===== config.mk =====
export PLATFORM = sky130hd
export DESIGN_NAME = otp_lock_ctrl
export DESIGN_NICKNAME = d
export VERILOG_FILES = /design/src/rtl/otp_lock_ctrl.sv
export SDC_FILE = /design/constraint.sdc
export NUM_CORES = 1
export LEC_CHECK = 0
export BUFFER_PORTS_ARGS = -buffer_cell sky130_fd_sc_hd__clkbuf_2
export CORE_AREA = 3 3 40 42
export CTS_BUF_LIST = sky130_fd_sc_hd__clkbuf_8 sky130_fd_sc_hd__clkbuf_16
export DETAILED_ROUTE_END_ITERATION = 10
export DIE_AREA = 0 0 43 45
export PLACE_DENSITY = 0.7
export SYNTH_ARGS = -nofsm -noshare
export SYNTH_HDL_FRONTEND = slang
export SYNTH_SLANG_ARGS = --single-unit
export TNS_END_PERCENT = 30

===== constraint.sdc =====
create_clock -name clk -period 2 [get_ports clk]
set_clock_uncertainty 0.15 [all_clocks]
set_input_delay 0.1 -clock clk [delete_from_list [all_inputs] [get_ports clk]]
set_output_delay 0.1 -clock clk [all_outputs]
set_load 0.1 [all_outputs]

===== src/rtl/otp_lock_ctrl.sv =====
module otp_lock_ctrl #(
  parameter int ACC_DELAY = 4
) (
  input  logic       clk,
  input  logic       rst_n,
  input  logic       cmd_valid,
  input  logic [1:0] cmd_op,
  input  logic [2:0] cmd_data,
  input  logic       mem_req,
  output logic       mem_en,
  output logic [2:0] rd_data,
  output logic       rd_valid,
  output logic       abort,
  output logic       hang,
  output logic [1:0] prot_mode
);
  localparam int CW = $clog2(ACC_DELAY + 1);
  localparam logic [1:0] OP_ENTER = 2'd0, OP_PROG = 2'd1, OP_READ = 2'd2, OP_EXIT = 2'd3;

  typedef enum logic [1:0] {ST_NORM, ST_CMD, ST_HANG} st_t;
  st_t st_q;

  logic [2:0]    lock_q = '0;
  logic          pend_q, abort_q;
  logic [CW-1:0] cnt_q;

  wire in_cmd   = (st_q == ST_CMD);
  wire cmd_take = in_cmd && cmd_valid && !mem_req;
  wire [2:0] prog_val = lock_q | cmd_data;
  wire prog_bad = prog_val[1] && prog_val[2];

  always_ff @(posedge clk) begin
    if (cmd_take && cmd_op == OP_PROG && !prog_bad)
      lock_q <= prog_val;
  end

  always_ff @(posedge clk or negedge rst_n) begin
    if (!rst_n) begin
      st_q <= ST_NORM;
    end else begin
      case (st_q)
        ST_NORM: if (cmd_valid && cmd_op == OP_ENTER) st_q <= ST_CMD;
        ST_CMD: begin
          if (mem_req) st_q <= ST_HANG;
          else if (cmd_valid && cmd_op == OP_EXIT) st_q <= ST_NORM;
        end
        default: st_q <= ST_HANG;
      endcase
    end
  end

  always_ff @(posedge clk or negedge rst_n) begin
    if (!rst_n) begin
      pend_q  <= 1'b0;
      cnt_q   <= '0;
      abort_q <= 1'b0;
    end else begin
      abort_q <= cmd_take && cmd_op == OP_PROG && prog_bad;
      if (cmd_take) begin
        pend_q <= (cmd_op == OP_READ);
        cnt_q  <= (cmd_op == OP_READ) ? CW'(ACC_DELAY) : '0;
      end else if (!in_cmd) begin
        pend_q <= 1'b0;
        cnt_q  <= '0;
      end else if (cnt_q != '0) begin
        cnt_q <= cnt_q - 1'b1;
      end
    end
  end

  assign mem_en    = (st_q == ST_NORM) && mem_req;
  assign rd_valid  = in_cmd && pend_q && (cnt_q == '0);
  assign rd_data   = rd_valid ? lock_q : 3'b000;
  assign abort     = abort_q;
  assign hang      = (st_q == ST_HANG);
  assign prot_mode = {lock_q[2], lock_q[1]};
endmodule


==> reports/results.ini, run 1 <==
[power_and_ir_drop]
power_leakage_nw=0.332
p_per_area_nw_per_um2=721
ir_worst_vdd_uv=602

[critical_path]
timing.reg2reg.worst_path_depth=2
cpMaxStageDelayCell=sky130_fd_sc_hd__dfrtp_1
critPathRequiredTime_ns=1.75
reg2reg_to=lock_q[1]$_DFFE_PP_
path_max_fanout=6
timing.critical_path.arrival_ns=1.61
path_cells=inv_1 -> ha_1 -> ha_4 -> nand2_1 -> nor2_4 -> and2_1 -> buf_12
critPathMaxStageDelay_ns=0.38
critical_path.startpoint_type=register
worstSetupPathType=register to output pin
rrSetupSlack_ns=0.24
r2r-start=lock_q[2]$_DFFE_PP_
critPathCaptureType=output pin

[clock_network]
tritoncts_buffer_count=3
cts_htree_levels=1
post_cts.repair.setup_buffers=0
clock_tree.root_cell=sky130_fd_sc_hd__clkbuf_8
cts_tree=built
cts.path.max_buffers=2
cts.reportedPaths.clkPinSlew_ns=0.04
tritoncts_num_sinks=10
clock_insertion_delay_worst_skew_ns=0.22

[global_route]
grt_pass1_vias=375
grt_antenna_before_repair=0
first_pass_grt_wire_length_um=1620
grt-ovfl-total=0
groute.usage.overall=0.116
grt_max_degree=8

[timing]
worst_hold_slack_ns=0.0287
drv_slew=0
grt_setup_unrepaired=no
min_period_over_period=0.931
finalHoldViolCount=0
relSlewSlack=0.640
timing.fmax_mhz=537
fin_crit_ns=1.86
worst_slew_pin_slew_ns=0.542
final_setup_violation_count=0

[drt]
route.vias.total=417
dr.pass1.iters=1
routedWlPerCell_um=10.8
wl_um=948
detail_route.iter0.violations=0
final_antenna_net_count=0
drt_drc_violations_left=0
viasPerCell=4.74

[yosys]
synth_async_sr_flop_share=0.700
synth_fp_nets=62
yosys_warnings=0
synth_top_area_frac=0.329
share_of_the_yosys_chip_area_belonging_to_registers=0.499
synth_edf_count=3
synth_top_flop_cell=sky130_fd_sc_hd__dfrtp_1
synth.area.top_cells=sky130_fd_sc_hd__dfrtp_1 33%, sky130_fd_sc_hd__edfxtp_1 17%, sky130_fd_sc_hd__and2_1 4.7%
postSynthAreaPerCell_um2=10.4
syn_area_um2=532
synth.top_cells.by_count=7 x sky130_fd_sc_hd__dfrtp_1, 5 x sky130_fd_sc_hd__nor2_1, 4 x sky130_fd_sc_hd__a21oi_1, 4 x sky130_fd_sc_hd__and2_1, 4 x sky130_fd_sc_hd__inv_1
ys_seq_elements=10
synthesis.instances=51
synth_top_area_cell=sky130_fd_sc_hd__dfrtp_1
synthMostInstantiatedCell=sky130_fd_sc_hd__dfrtp_1
ys_types=22

[placement]
number_of_cells_after_detailed_placement=81
place_hpwl_um=769
buffer_ports.inserted=17
placement.cell_area_um2=688
routabilityCongestion=0.691

[hold_path]
hold_start=cmd_op[1]
timing.hold.worst_endpoint=st_q[0]$_DFFE_PN0P_
min-delay-path-class=input pin to register
timing.hold.worst_path_depth=3

[cells_and_area]
post_route_cells_drive_above_1_share=0.384
layout.cell_area.non_filler_um2=781
fin_nets=85
diodes=0
layout-area-overhead-vs-synth_pct=46.8
final_cells=88
fillerInstances=106

[floorplan]
chipHeight_um=45
initial_utilization=0.414
die_area_um2=1940
ios=18
die_width_um=43
rows=13
design.core.area_um2=1280

[run]
timing.max_cap.violations=0

[run_status]
run_status=complete, no violations

==> cells by family after synthesis <==
kind of cell    Yosys count  share of synthesized area
simple gates             24                      0.273
flops                    10                      0.499
compound gates            8                      0.108
buf+inv                   6                     0.0565
fa+ha+maj                 2                     0.0471
xor+xnor                  1                     0.0165
==> critical path, delay by kind of cell (launching register included) <==
kind,cells,cell delay [ns]
simple gates,3,0.42
flops,1,0.38
fa+ha+maj,2,0.35
buf+inv,2,0.24
==> through the flow <==
stage / setup WS [ns] / setup TNS [ns] / total power, mW / util
detailed placement: 0.233 / 0 / 0.358 / 0.536
global placement: 0.257 / 0 / 0.357 / 0.536
global route: 0.0343 / 0 / 0.585 / 0.608
CTS: 0.0197 / 0 / 0.566 / 0.598
floorplan: -0.810 / -2.44 / 0.331 / -
finish: 0.138 / 0 / 0.563 / 0.608
==> cell type report <==
cell class	instances	area (µm²)	share of cell area
repair buffers	20	175	0.224
multi-input cells	35	262	0.335
flip-flops and latches	10	265	0.340
well taps	15	18.8	0.0240
clock inverters	1	3.75	0.00481
inverters	4	15.0	0.0192
clock buffers	3	41.3	0.0529
==> what timing repair did <==
action,in CTS,in global routing
pin swaps,0,0
setup endpoints to repair,3,3
resized for setup,1,2
hold buffers,3,0
hold endpoints to repair,9,0
==> layout by cell type (no fill, tap or decap), types with 4 or more instances in the layout <==
cell / instances
sky130_fd_sc_hd__a21oi_1: 4
sky130_fd_sc_hd__and2_1: 4
sky130_fd_sc_hd__buf_12: 4
sky130_fd_sc_hd__clkbuf_2: 13
sky130_fd_sc_hd__dfrtp_1: 7
sky130_fd_sc_hd__inv_1: 5
sky130_fd_sc_hd__nor2_1: 4
==> metal layers <==
layer	wire (µm)	GRT usage
met2	445	0.174
met4	27	0.108
met3	37	0.0120
met1	437	0.148
met5	0	0
==> state kept, by name (all words and copies together), names as in the netlist <==
register and cells:
lock_q 3, pend_q 1, st_q 2, abort 1
cnt_q 3
==> power by group <==
part | switching (mW) | leakage (nW) | internal, mW
Clock | 0.0689 | 0.0269 | 0.133
Sequential | 0.0106 | 0.121 | 0.218
Combinational | 0.0989 | 0.184 | 0.0324
Total | 0.178 | 0.332 | 0.384
==> how the worst max path moves through the flow <==
stage | start | endpoint | slack (ns) | cells past startpoint
final | cnt_q[0]$_DFFE_PN0P_ | rd_data[2] | 0.14 | 7
after global routing | cnt_q[0]$_DFFE_PN0P_ | rd_data[0] | 0.03 | 7
after CTS | cnt_q[0]$_DFFE_PN0P_ | rd_data[2] | 0.02 | 7
after detailed placement | cnt_q[0]$_DFFE_PN0P_ | rd_data[2] | 0.23 | 7
after global placement | lock_q[2]$_DFFE_PP_ | lock_q[2]$_DFFE_PP_ | 0.26 | 2
after floorplan | cnt_q[0]$_DFFE_PN0P_ | rd_data[0] | -0.81 | 6
(Power assumes the default switching activity.)
==> inputs of run 2 (changes only) <==
--- a/config.mk
+++ b/config.mk
@@ -5,7 +5,7 @@
 export SDC_FILE = /design/constraint.sdc
 export NUM_CORES = 1
 export LEC_CHECK = 0
-export BUFFER_PORTS_ARGS = -buffer_cell sky130_fd_sc_hd__clkbuf_2
+export BUFFER_PORTS_ARGS = -buffer_cell sky130_fd_sc_hd__buf_2
 export CORE_AREA = 3 3 40 42
 export CTS_BUF_LIST = sky130_fd_sc_hd__clkbuf_8 sky130_fd_sc_hd__clkbuf_16
 export DETAILED_ROUTE_END_ITERATION = 10
==> reports/results.ini, run 2 (synthesis results as in run 1) <==
[global_route]
grt_max_degree=8  ; unchanged
grt_antenna_before_repair=0  ; unchanged
grt-ovfl-total=0  ; unchanged
gr_util_met3=0.0159  ; +0.00398
globalRouteMet2Util=0.216  ; +0.0419
groute.usage.overall=0.130  ; +0.0136
first_pass_grt_wire_length_um=1780  ; +9.8%
grt-busiest-layer=met2
grt_pass1_vias=425  ; +13%
gr-usage-met1=0.150  ; +0.00288

[power_and_ir_drop]
power.internal_mw=0.385  ; +0.21%
swShare=0.321  ; +0.00347
p_per_area_nw_per_um2=726  ; +0.72%
seqPwrFrac=0.404  ; -0.003
power_leakage_nw=0.330  ; -0.39%
power.total_mw=0.567  ; +0.72%
power_frac_comb=0.230  ; -0.003
switching_power_mw=0.182  ; +1.8%
clock_group_share_of_total_power=0.366  ; +0.006
ir_worst_vdd_uv=697  ; +16%

[drt]
detail_route.iter0.violations=4  ; +4
dr.pass1.iters=4  ; +3
viasPerCell=4.97  ; +4.8%
routedWlPerCell_um=12.0  ; +11%
route.vias.total=437  ; +4.8%
drt_drc_violations_left=0  ; unchanged
wl_um=1060  ; +11%
final_antenna_net_count=0  ; unchanged

[floorplan]
design.core.area_um2=1280  ; unchanged
chipHeight_um=45  ; unchanged
die_area_um2=1940  ; unchanged
rows=13  ; unchanged
ios=18  ; unchanged
die_width_um=43  ; unchanged
initial_utilization=0.414  ; unchanged

[timing]
timing.fmax_mhz=524  ; -2.5%
min_period_over_period=0.955  ; +0.0237
relSlewSlack=0.674  ; +0.0344
setup-tns-final_ns=0  ; unchanged
worst_slew_pin_slew_ns=0.492  ; -0.0505 ns
fin_crit_ns=1.91  ; +0.0474 ns
finalHoldViolCount=0  ; unchanged
worst_hold_slack_ns=0.0191  ; -0.00963 ns
finalWorstSetupSlack_ns=0.0910  ; -0.0474 ns
drv_slew=0  ; unchanged
final_setup_violation_count=0  ; unchanged
grt_setup_unrepaired=no

[critical_path]
critPathRequiredTime_ns=1.75  ; about the same
timing.reg2reg.worst_path_depth=2  ; unchanged
critPathCaptureType=output pin
critical_path.startpoint_type=register
path_max_fanout=6  ; unchanged
worstSetupPathType=register to output pin
timing.critical_path.arrival_ns=1.66  ; +0.05 ns

[clock_network]
clock_tree.root_cell=sky130_fd_sc_hd__clkbuf_8
tritoncts_num_sinks=10  ; unchanged
clock_insertion_delay_worst_skew_ns=0.23  ; about the same
cts_tree=built
cts.path.max_buffers=2  ; unchanged
post_cts.repair.setup_buffers=0  ; unchanged
cts.reportedPaths.clkPinSlew_ns=0.05  ; about the same
cts_htree_levels=1  ; unchanged
tritoncts_buffer_count=3  ; unchanged

[cells_and_area]
fin_nets=85  ; unchanged
post_route_cells_drive_above_1_share=0.384  ; unchanged
mostFrequentLayoutCells=13 x sky130_fd_sc_hd__buf_2, 7 x sky130_fd_sc_hd__dfrtp_1, 5 x sky130_fd_sc_hd__inv_1
final_common_cell=sky130_fd_sc_hd__buf_2
largest_registers=cnt_q (3), lock_q (3), st_q (2)
diodes=0  ; unchanged
layout-area-overhead-vs-synth_pct=46.8  ; unchanged
fillerInstances=114  ; +7.5%
end_of_flow_core_utilization=0.608  ; unchanged

[hold_path]
timing.hold.worst_path_depth=2  ; -1
min-delay-path-class=input pin to register

[placement]
buffer_ports.inserted=17  ; unchanged
routabilityCongestion=0.685  ; -0.84%
pre_cts_slack_ns=0.219  ; -0.0144 ns
place_hpwl_um=807  ; +4.8%

[run_status]
run_status=complete, no violations

[run]
timing.max_cap.violations=0  ; unchanged

## run 2: metal layers
metal	up-vias	wire length, µm
met4	0	31
met1	199	443
met5	-	0
met2	19	533
li1	215	-
met3	4	49
## run 2: final cells by class
type	count	area [µm²]	share of cell area
flip-flops and latches	10	265	0.340
clock inverters	1	3.75	0.00481
repair buffers	20	175	0.224
well taps	15	18.8	0.0240
multi-input cells	35	262	0.335
clock buffers	3	41.3	0.0529
inverters	4	15.0	0.0192
## run 2: path summary, 6_finish.rpt
kind	from	end	slack, ns
max in group asynchronous	rst_n	cnt_q[2]$_DFFE_PN0P_	1.46
hold reg to reg	st_q[1]$_DFFE_PN0P_	st_q[0]$_DFFE_PN0P_	0.36
hold / removal	cmd_data[1]	lock_q[1]$_DFFE_PP_	0.02
min in group asynchronous	rst_n	abort$_DFF_PN0_	0.08
setup / recovery	cnt_q[0]$_DFFE_PN0P_	rd_data[0]	0.09
setup reg to reg	lock_q[2]$_DFFE_PP_	lock_q[0]$_DFFE_PP_	0.26
## run 2: worst max-delay path: stages (launching register included)
cell and delay, ns:
sky130_fd_sc_hd__dfrtp_1 0.37, sky130_fd_sc_hd__inv_1 0.06, sky130_fd_sc_hd__ha_1 0.19, sky130_fd_sc_hd__ha_4 0.18
sky130_fd_sc_hd__nand2_1 0.09, sky130_fd_sc_hd__nor2_4 0.14, sky130_fd_sc_hd__and2_1 0.20, sky130_fd_sc_hd__buf_12 0.19
## run 2: per-stage QoR
step	cell area, µm²	std cells
floorplan	539	51
global placement	688	81
detailed placement	688	81
CTS	766	88
global route	781	88
finish	781	88
## run 2: power by group through the flow
stage / clock network [mW] / logic (mW) / registers (mW)
3_5_place_dp: 0 / 0.126 / 0.232
5_1_grt: 0.221 / 0.137 / 0.231
2_1_floorplan: 0 / 0.102 / 0.230
3_3_place_gp: 0 / 0.126 / 0.232
6_report: 0.207 / 0.131 / 0.229
4_1_cts: 0.208 / 0.131 / 0.229
## run 2: timing repair
action,in CTS,in global routing
gates resized for setup,1,2
hold buffers,3,0
endpoints found under the setup margin,3,3
hold endpoints to repair,9,0
